--- config.mk ---
export PLATFORM = sky130hd
export DESIGN_NAME = pbt_sequencer
export DESIGN_NICKNAME = d
export VERILOG_FILES = /design/src/rtl/pbt_pkg.sv /design/src/rtl/pbt_route.sv /design/src/rtl/pbt_stat_eval.sv /design/src/rtl/pbt_poll_timer.sv /design/src/rtl/pbt_sequencer.sv
export SDC_FILE = /design/constraint.sdc
export NUM_CORES = 1
export LEC_CHECK = 0
export BUFFER_PORTS_ARGS = -buffer_cell sky130_fd_sc_hd__buf_2
export CAP_MARGIN = 10
export CORE_ASPECT_RATIO = 0.6
export CORE_UTILIZATION = 49
export DETAILED_ROUTE_END_ITERATION = 8
export GPL_ROUTABILITY_DRIVEN = 0
export PLACE_DENSITY = 0.84
export SLEW_MARGIN = 20
export SYNTH_ARGS = -nofsm -noshare
export SYNTH_HDL_FRONTEND = slang
export SYNTH_SLANG_ARGS = --single-unit
--- constraint.sdc ---
create_clock -name clk -period 3.4 [get_ports clk]
set_clock_uncertainty 0.05 [all_clocks]
set_input_delay 0.34 -clock clk [delete_from_list [all_inputs] [get_ports clk]]
set_output_delay 0.34 -clock clk [all_outputs]
set_load 0.005 [all_outputs]
--- src/rtl/pbt_pkg.sv ---
package pbt_pkg;

    typedef enum logic [1:0] {
        RC_OK    = 2'd0,
        RC_PARAM = 2'd1,
        RC_HWERR = 2'd2
    } rc_e;

    typedef enum logic [1:0] {
        MS_CASC0 = 2'd0,
        MS_CASC1 = 2'd1,
        MS_HUB0  = 2'd2,
        MS_NONE  = 2'd3
    } msel_e;

    typedef enum logic [2:0] {
        ST_IDLE,
        ST_CMD,
        ST_POLL,
        ST_WAIT,
        ST_CLEAR
    } seq_state_e;

    localparam logic [1:0]  REG_CMD  = 2'd0;
    localparam logic [1:0]  REG_STAT = 2'd1;

    localparam logic [31:0] STAT_BUSY   = 32'h0001_0000;
    localparam logic [31:0] STAT_RVALID = 32'h0002_0000;
    localparam logic [31:0] ERR_BUS     = 32'h09F0_0000;
    localparam logic [31:0] ERR_CASC    = 32'h0000_FC00;
    localparam logic [31:0] ERR_HUB     = 32'h0000_00FC;
    localparam logic [31:0] ERR_ALL     = ERR_BUS | ERR_CASC | ERR_HUB;
    localparam logic [31:0] STICKY_KEEP = 32'hFFFF_7F7F;

    localparam logic [31:0] CMD_WRITE = 32'h8000_0000;
    localparam logic [31:0] CMD_SZ32  = 32'h6000_0000;

    localparam logic [32:0] ADDR_MAX      = 33'h0_00FF_FFFF;
    localparam logic [32:0] BASE_CASC     = 33'h0_0004_0000;
    localparam logic [32:0] BASE_HUB      = 33'h0_0008_0000;
    localparam int          PORT_SHIFT    = 15;
    localparam logic [3:0]  PORT_MAX      = 4'd7;

    typedef struct packed {
        logic        ok;
        logic        bridge;
        logic [23:0] addr;
    } route_t;

    typedef struct packed {
        logic        busy;
        logic        err;
        logic [31:0] data;
    } stat_t;

    function automatic logic [63:0] make_cmd(input logic wr,
                                             input logic [23:0] addr,
                                             input logic [31:0] wdata);
        logic [31:0] hi;
        hi = (wr ? CMD_WRITE : 32'h0) | CMD_SZ32 | {8'h00, addr};
        return {hi, (wr ? wdata : 32'h0)};
    endfunction

    function automatic logic [31:0] err_mask(input logic skip_sticky);
        return skip_sticky ? (ERR_ALL & STICKY_KEEP) : ERR_ALL;
    endfunction

endpackage

--- src/rtl/pbt_route.sv ---
module pbt_route
    import pbt_pkg::*;
(
    input  logic [1:0]  sel,
    input  logic [3:0]  port,
    input  logic [31:0] offset,
    output route_t      route
);
    logic [32:0] base;
    logic        sel_ok;
    logic        port_ok;
    logic [32:0] port_off;
    logic [32:0] sum;

    always_comb begin
        base   = BASE_CASC;
        sel_ok = 1'b1;
        unique case (msel_e'(sel))
            MS_CASC0: base = BASE_CASC;
            MS_CASC1: base = BASE_CASC;
            MS_HUB0:  base = BASE_HUB;
            default:  sel_ok = 1'b0;
        endcase
    end

    assign port_ok  = (port <= PORT_MAX);
    assign port_off = {30'h0, port[2:0]} << PORT_SHIFT;
    assign sum      = base + port_off + {1'b0, offset};

    assign route.ok     = sel_ok && port_ok && (sum <= ADDR_MAX);
    assign route.bridge = (msel_e'(sel) == MS_CASC1);
    assign route.addr   = sum[23:0];

endmodule

--- src/rtl/pbt_stat_eval.sv ---
module pbt_stat_eval
    import pbt_pkg::*;
(
    input  logic [63:0] rdata,
    input  logic [31:0] mask,
    output stat_t       ev
);
    logic [31:0] word;
    logic        rvalid;

    assign word   = rdata[63:32];
    assign rvalid = |(word & STAT_RVALID);

    assign ev.busy = |(word & STAT_BUSY);
    assign ev.err  = |(word & mask);
    assign ev.data = rvalid ? rdata[31:0] : 32'hFFFF_FFFF;

endmodule

--- src/rtl/pbt_poll_timer.sv ---
module pbt_poll_timer #(
    parameter int INTERVAL = 1000,
    parameter int RETRIES  = 120
) (
    input  logic clk,
    input  logic rst,
    input  logic arm,
    input  logic consume,
    output logic exhausted,
    output logic wait_done
);
    localparam int IW = (INTERVAL < 1) ? 1 : $clog2(INTERVAL + 1);
    localparam int RW = (RETRIES < 1) ? 1 : $clog2(RETRIES + 1);
    localparam logic [IW-1:0] IVL_LOAD = IW'(INTERVAL - 1);
    localparam logic [RW-1:0] RET_LOAD = RW'(RETRIES);

    logic [IW-1:0] ivl_cnt;
    logic [RW-1:0] ret_cnt;

    always_ff @(posedge clk) begin
        if (rst) begin
            ivl_cnt <= '0;
            ret_cnt <= '0;
        end else begin
            if (arm) begin
                ret_cnt <= RET_LOAD;
            end else if (consume && ret_cnt != '0) begin
                ret_cnt <= ret_cnt - 1'b1;
            end

            if (consume) begin
                ivl_cnt <= IVL_LOAD;
            end else if (ivl_cnt != '0) begin
                ivl_cnt <= ivl_cnt - 1'b1;
            end
        end
    end

    assign exhausted = (ret_cnt == '0);
    assign wait_done = (ivl_cnt == '0);

endmodule

--- src/rtl/pbt_sequencer.sv ---
module pbt_sequencer
    import pbt_pkg::*;
#(
    parameter int CLK_MHZ     = 100,
    parameter int POLL_US     = 10,
    parameter int MAX_RETRIES = 120
) (
    input  logic        clk,
    input  logic        rst,
    input  logic        cfg_skip_sticky,
    input  logic        req_valid,
    output logic        req_ready,
    input  logic [1:0]  req_master,
    input  logic [3:0]  req_port,
    input  logic [31:0] req_offset,
    input  logic        req_write,
    input  logic [31:0] req_wdata,
    output logic        rsp_done,
    output logic [1:0]  rsp_code,
    output logic [31:0] rsp_rdata,
    output logic        br_req,
    output logic        br_we,
    output logic        br_bridge,
    output logic [1:0]  br_reg,
    output logic [63:0] br_wdata,
    input  logic        br_ack,
    input  logic [63:0] br_rdata
);
    localparam int POLL_CYCLES = CLK_MHZ * POLL_US;

    seq_state_e  state;
    route_t      route;
    stat_t       ev;
    logic [31:0] mask_q;
    logic [63:0] cmd_q;
    logic        bridge_q;
    logic        is_read_q;
    logic        accept;
    logic        arm;
    logic        consume;
    logic        exhausted;
    logic        wait_done;
    logic        poll_ack;

    pbt_route u_route (
        .sel    (req_master),
        .port   (req_port),
        .offset (req_offset),
        .route  (route)
    );

    pbt_stat_eval u_eval (
        .rdata (br_rdata),
        .mask  (mask_q),
        .ev    (ev)
    );

    pbt_poll_timer #(
        .INTERVAL (POLL_CYCLES),
        .RETRIES  (MAX_RETRIES)
    ) u_timer (
        .clk       (clk),
        .rst       (rst),
        .arm       (arm),
        .consume   (consume),
        .exhausted (exhausted),
        .wait_done (wait_done)
    );

    assign req_ready = (state == ST_IDLE);
    assign accept    = req_ready && req_valid;
    assign arm       = accept && route.ok;
    assign poll_ack  = (state == ST_POLL) && br_ack;
    assign consume   = poll_ack && !ev.err && ev.busy && !exhausted;

    always_ff @(posedge clk) begin
        if (rst) begin
            state     <= ST_IDLE;
            mask_q    <= ERR_ALL;
            cmd_q     <= '0;
            bridge_q  <= 1'b0;
            is_read_q <= 1'b0;
            rsp_done  <= 1'b0;
            rsp_code  <= RC_OK;
            rsp_rdata <= '0;
        end else begin
            rsp_done <= 1'b0;
            unique case (state)
                ST_IDLE: begin
                    mask_q <= err_mask(cfg_skip_sticky);
                    if (accept) begin
                        if (route.ok) begin
                            cmd_q     <= make_cmd(req_write, route.addr, req_wdata);
                            bridge_q  <= route.bridge;
                            is_read_q <= !req_write;
                            state     <= ST_CMD;
                        end else begin
                            rsp_done  <= 1'b1;
                            rsp_code  <= RC_PARAM;
                            rsp_rdata <= '0;
                        end
                    end
                end
                ST_CMD: begin
                    if (br_ack) state <= ST_POLL;
                end
                ST_POLL: begin
                    if (br_ack) begin
                        if (ev.err) begin
                            state <= ST_CLEAR;
                        end else if (!ev.busy) begin
                            rsp_done  <= 1'b1;
                            rsp_code  <= RC_OK;
                            rsp_rdata <= is_read_q ? ev.data : 32'h0;
                            state     <= ST_IDLE;
                        end else if (exhausted) begin
                            rsp_done  <= 1'b1;
                            rsp_code  <= RC_HWERR;
                            rsp_rdata <= '0;
                            state     <= ST_IDLE;
                        end else begin
                            state <= ST_WAIT;
                        end
                    end
                end
                ST_WAIT: begin
                    if (wait_done) state <= ST_POLL;
                end
                ST_CLEAR: begin
                    if (br_ack) begin
                        rsp_done  <= 1'b1;
                        rsp_code  <= RC_HWERR;
                        rsp_rdata <= '0;
                        state     <= ST_IDLE;
                    end
                end
                default: state <= ST_IDLE;
            endcase
        end
    end

    always_comb begin
        br_req    = 1'b0;
        br_we     = 1'b0;
        br_reg    = REG_STAT;
        br_wdata  = '0;
        br_bridge = bridge_q;
        unique case (state)
            ST_CMD: begin
                br_req   = 1'b1;
                br_we    = 1'b1;
                br_reg   = REG_CMD;
                br_wdata = cmd_q;
            end
            ST_POLL: begin
                br_req = 1'b1;
            end
            ST_CLEAR: begin
                br_req = 1'b1;
                br_we  = 1'b1;
            end
            default: ;
        endcase
    end

endmodule

==> After elaboration in Yosys (flattened, before gate mapping) <==
Cells that the tools add are included.
{ "totals": {"ff_bits": 153, "out_inout_bits": 105, "wordCells": 114} }
{ "op_classes": {"n_addsub": 4, "order_cmp": 2, "eq_ne": 15, "mux": 49, "bitwise": 2, "reduce_logical": 30} }
{ "ops": {"columns": ["operator", "n"], "rows": [
  ["32-bit two-way mux", 11],
  ["32-bit case mux with 3 select lines", 1],
  ["64-bit two-way mux", 1],
  ["33-bit by 18-bit adder with 33-bit output", 1],
  ["33-bit by 32-bit adder with 33-bit output", 1],
  ["33-bit by 24-bit less-or-equal comparator with 1-bit output, second input constant", 1],
  ["32-bit AND", 1],
  ["32-bit by 24-bit bitwise OR with 32-bit output", 1],
  ["32-bit OR reduction", 1],
  ["3-bit two-way mux", 7],
  ["10-bit two-way mux", 2],
  ["20-bit two-way mux", 1],
  ["2-bit two-way mux", 9],
  ["16-bit two-way mux", 1],
  ["3-bit case mux with 5 select lines", 1],
  ["7-bit two-way mux", 2],
  ["1-bit two-way mux", 11],
  ["10-bit logical NOT", 1],
  ["2-bit inequality test, second input constant", 5],
  ["10-bit nonzero test", 1],
  ["10-bit by 1-bit subtractor with 10-bit output, second input constant", 1],
  ["1-bit logical AND", 9],
  ["7-bit logical NOT", 1],
  ["7-bit AND reduction", 1],
  ["other kinds (21)", 30]
]} }

==> Depth between registers and ports, before layout <==
{ "logic_depth": {"ltp_word": 9, "ltp_mapped": 12, "ltp_nobuf": 10} }

==> Modules after synthesis <==
Synthesis repeated with hierarchy kept, for this count alone.
{ "hier_totals": {"hier_cells": 771, "hier_area_um2": 6248.5} }
{ "modules_own_cells": {"columns": ["mod", "n_inst", "cells_per_inst", "area_each_um2", "seq_area_each_um2"], "rows": [
  ["pbt_sequencer", 1, 534, 4384.2, 1981.9],
  ["pbt_poll_timer", 1, 97, 875.8, 340.3],
  ["pbt_route", 1, 83, 603.1, 0.0],
  ["pbt_stat_eval", 1, 57, 385.4, 0.0]
]} }

==> Worst setup path before layout <==
No wires, ideal clock.
{ "synth_timing": {"kind": "input-to-reg", "start": "input port req_master[0]", "end": "register cmd_q[40]", "setup_ns": 0.128, "t_arrival_ns": 2.862, "t_required_ns": 3.222, "slack_ns": 0.360, "path_stages": 11, "path_buffers": 2, "path_cell_list": "nand2b_1 > ha_1 > nand3_1 > o2111a_1 > or4_1 > a221o_1 > nor4_4 > buf_6 > buf_6 > mux2i_1 > nor2_1"} }
{ "synth_via": {"elab_chain_cells": 7} }
{ "synth_rtl": {"columns": ["element", "line", "text"], "rows": [
  ["from (decl)", "pbt_sequencer.sv:13", "input logic [1:0] req_master,"],
  ["2-bit equality test", "pbt_route.sv:18", "unique case (msel_e'(sel))"],
  ["20-bit two-way mux", "pbt_route.sv:18", null],
  ["33-bit by 18-bit adder with 33-bit output", "pbt_route.sv:28", "assign sum = base + port_off + {1'b0, offset};"],
  ["33-bit by 32-bit adder with 33-bit output", "pbt_route.sv:28", null],
  ["33-bit by 24-bit less-or-equal comparator with 1-bit output", "pbt_route.sv:30", "assign route.ok = sel_ok && port_ok && (sum <= ADDR_MAX);"],
  ["1-bit logical AND (*)", "pbt_route.sv:30", null],
  ["3-bit AND reduction (no line) (*)", null, null],
  ["to (signal assigned)", "pbt_sequencer.sv:93", "cmd_q <= make_cmd(req_write, route.addr, req_wdata);"],
  ["to (decl)", "pbt_sequencer.sv:35", "logic [63:0] cmd_q;"]
]} }
Mark *: on every way between the ends. The rest lies on a longest branch, timed or not.
A chain may end at the register's enable or synchronous reset.

==> Worst setup path after layout <==
{ "layout_timing": {"start": "input port req_master[0]", "end": "register cmd_q[17]"} }
Same word-level chain as after synthesis.

==> flow_metrics.env <==
export IMPL_grt_max_degree=75
export IMPL_crit_required_ns=3.65
export IMPL_p_sw_w=0.00118
export IMPL_fin_crit_sh_pct=90.3
export IMPL_seq_power_share_pct=36.6
export IMPL_final_common_cell="buf_2"
export IMPL_internal_power_w=0.00284
export IMPL_p_per_area_mw_per_mm2=511
export IMPL_finalCriticalPeriod_ns=3.07
export IMPL_fin_ws_ns=0.329
export IMPL_syn_to_final_growth_pct=30.2
export IMPL_start_util_pct=50.2
export IMPL_rsz0062_at_grt="false"
export IMPL_status="complete, no violations"
export IMPL_synth_edf_count=0
export IMPL_core_area_mm2=0.0121
export IMPL_wirelength_um=15200
export IMPL_cts_resized=0
export IMPL_hold_buffers=0
export IMPL_final_setup_viol_count=0
export IMPL_pwr_share_clk_pct=42.7
export IMPL_pre_cts_slack_ns=-0.0411
export IMPL_synth_seq_cells=116
export IMPL_route_vias_total=5543
export IMPL_slew_viol_final=0
export IMPL_grt_pass1_vias=5011
export IMPL_avgSynthCellArea_um2=8.86
export IMPL_clockBufferDepth=2
export IMPL_die_h_um=88.1
export IMPL_via_per_inst=5.20
export IMPL_ys_types=60
export IMPL_finish_net_count=1039
export IMPL_cp_arrival_ns=3.32
export IMPL_finish_instance_area_mm2=0.00788
export IMPL_post_drt_wl_per_cell_um=14.3
export IMPL_async_reset_ff_share_pct=0
export IMPL_finalPower_w=0.00403
export IMPL_critical_path_endpoint_type="register"
export IMPL_drive_above_1_share_pct=35.6
export IMPL_portBuffers=226
export IMPL_numCtsBuffers=17
export IMPL_cts_sinks=116
export IMPL_clk_pin_slew_ns=0.06
export IMPL_grt_pass1_wl_um=24000
export IMPL_ys_warn_count=0
export IMPL_switching_share_pct=29.3
export IMPL_hold_viol=0
export IMPL_drtIter0Drc=320
export IMPL_drt_antenna_violating_nets=0
export IMPL_ys_seq_area_share_pct=38.4
export IMPL_ir_drop_v=0.000348
export IMPL_cts_tree="built"
export IMPL_dieWidth_um=145
export IMPL_slew_headroom_pct=42.7
export IMPL_synth_ff_type="dfxtp_1"
export IMPL_cts_setup_buffers=0
export IMPL_start_kind="input pin"
export IMPL_syn_area_mm2=0.00605
export IMPL_fmax_ghz=0.326
export IMPL_clk_latency_ns=0.39
export IMPL_worst_pin_slew_ns=0.859
export IMPL_num_antenna_cells=0
export IMPL_layout_common_cells="buf_2 (225), dfxtp_1 (115), and3_1 (61)"
export IMPL_rows=31
export IMPL_dieArea_mm2=0.0128
export IMPL_drtPass1Iterations=4
export IMPL_io_pins=245
export IMPL_grtUsageTotal_pct=23.3
export IMPL_maxCapViolCount=0
export IMPL_antenna_found_initial=1
export IMPL_dp_hpwl_um=10700
export IMPL_regToRegSetupSlack_ns=0.54
export IMPL_grt_overflow=0
export IMPL_synth_cells=683
export IMPL_dp_cells=1036
export IMPL_p_leak_nw=3.57
export IMPL_hold_path_class="input pin to register"
export IMPL_root_buffer="clkbuf_16"
export IMPL_route_detailed_drc=0
export IMPL_htreeDepth=4
export IMPL_cp_max_fo=14
export IMPL_dpl_cell_area_mm2=0.00730
export IMPL_comb_power_share_pct=20.6
export IMPL_hold_ws_ns=0.122
export IMPL_fin_cells=1066
export IMPL_criticalPathCategory="input pin to register"
[worst max-delay path: stages]
cell and delay (ns):
buf_2 0.10, nand2b_1 0.18, inv_1 0.06, ha_1 0.35, nand3_1 0.15, o2111a_1 0.30, or4_1 0.52, a221o_1 0.39
nor4_4 0.24, buf_4 0.20, buf_4 0.18, nand3_1 0.09, a21oi_1 0.22
[cells in the mapped netlist, types with 6 or more instances]
| master | count | area, um2 |
|---|---|---|
| nand2_1 | 14 | 52.6 |
| mux2i_1 | 24 | 240 |
| nand3_1 | 38 | 190 |
| nor3_1 | 16 | 80.1 |
| xnor2_1 | 15 | 131 |
| nand2b_1 | 41 | 257 |
| buf_4 | 12 | 90.1 |
| ha_1 | 8 | 100 |
| nor2b_1 | 38 | 238 |
| inv_1 | 47 | 176 |
| clkbuf_1 | 38 | 143 |
| nor4_1 | 10 | 62.6 |
| nor2_1 | 43 | 161 |
| and3_1 | 61 | 382 |
| dfxtp_1 | 116 | 2320 |
| a21oi_1 | 52 | 260 |
| o32ai_2 | 30 | 488 |
| buf_6 | 6 | 67.6 |
| buf_2 | 7 | 35.0 |
[cells by family after synthesis]
family,after synthesis,synth area share [%]
adder cells (fa/ha/maj),9,1.98
other,1,0.0620
AO/OA/AOI/OAI,117,17.4
flip-flops,116,38.4
XOR/XNOR,20,2.89
multiplexers,25,4.16
buffers and inverters,111,8.52
AND/OR/NAND/NOR,284,26.6
[area by class of cell]
cell class | count | area, um2
Inverter | 48 | 180
Clock buffer | 18 | 439
Timing Repair Buffer | 246 | 1350
Clock inverter | 12 | 135
Tap cell | 165 | 206
Multi-Input combinational cell | 461 | 3250
Fill cell | 1009 | 4180
Sequential cell | 116 | 2320
[worst paths after layout]
kind / startpoint / to / cells past startpoint
worst max-delay path: req_master[0] / cmd_q[17] / 13
worst max register to register: u_timer.ret_cnt[3] / rsp_rdata[5] / 7
worst min register to register: cmd_q[1] / cmd_q[1] / 2
worst min-delay path: br_rdata[2] / rsp_rdata[2] / 3
[registers in the layout, summed over array words and instances, names as in the netlist]
signal / count
state: 3
mask_q: 1
rsp_done: 1
cmd_q: 58
br_bridge: 1
rsp_code: 2
u_timer.ret_cnt: 7
u_timer.ivl_cnt: 10
is_read_q: 1
rsp_rdata: 32
[power groups by stage]
stage,clock [W],combinational (W),sequential [W]
6_report,0.00172,0.000830,0.00148
5_1_grt,0.00181,0.000914,0.00148
4_1_cts,0.00174,0.000825,0.00147
3_5_place_dp,0,0.000815,0.00150
3_3_place_gp,0,0.000800,0.00150
2_1_floorplan,0,0.000564,0.00148
[through the flow]
stage / setup TNS (ns) / utilization (%)
finish: 0 / 65.3
global route: 0 / 65.3
CTS: 0 / 65.3
detailed placement: -0.341 / 60.6
global placement: 0 / 60.6
floorplan: 0 / -
[routing by layer]
metal | track usage [%] | vias to the layer above | part of all wire (%)
li1 | - | 2792 | -
met1 | 31.7 | 2554 | 47
met2 | 36.7 | 182 | 46
met3 | 6.04 | 15 | 6.2
met4 | 6.41 | 0 | 0.95
met5 | 0 | - | 0
Note: power is estimated with default switching activity, not from simulation.
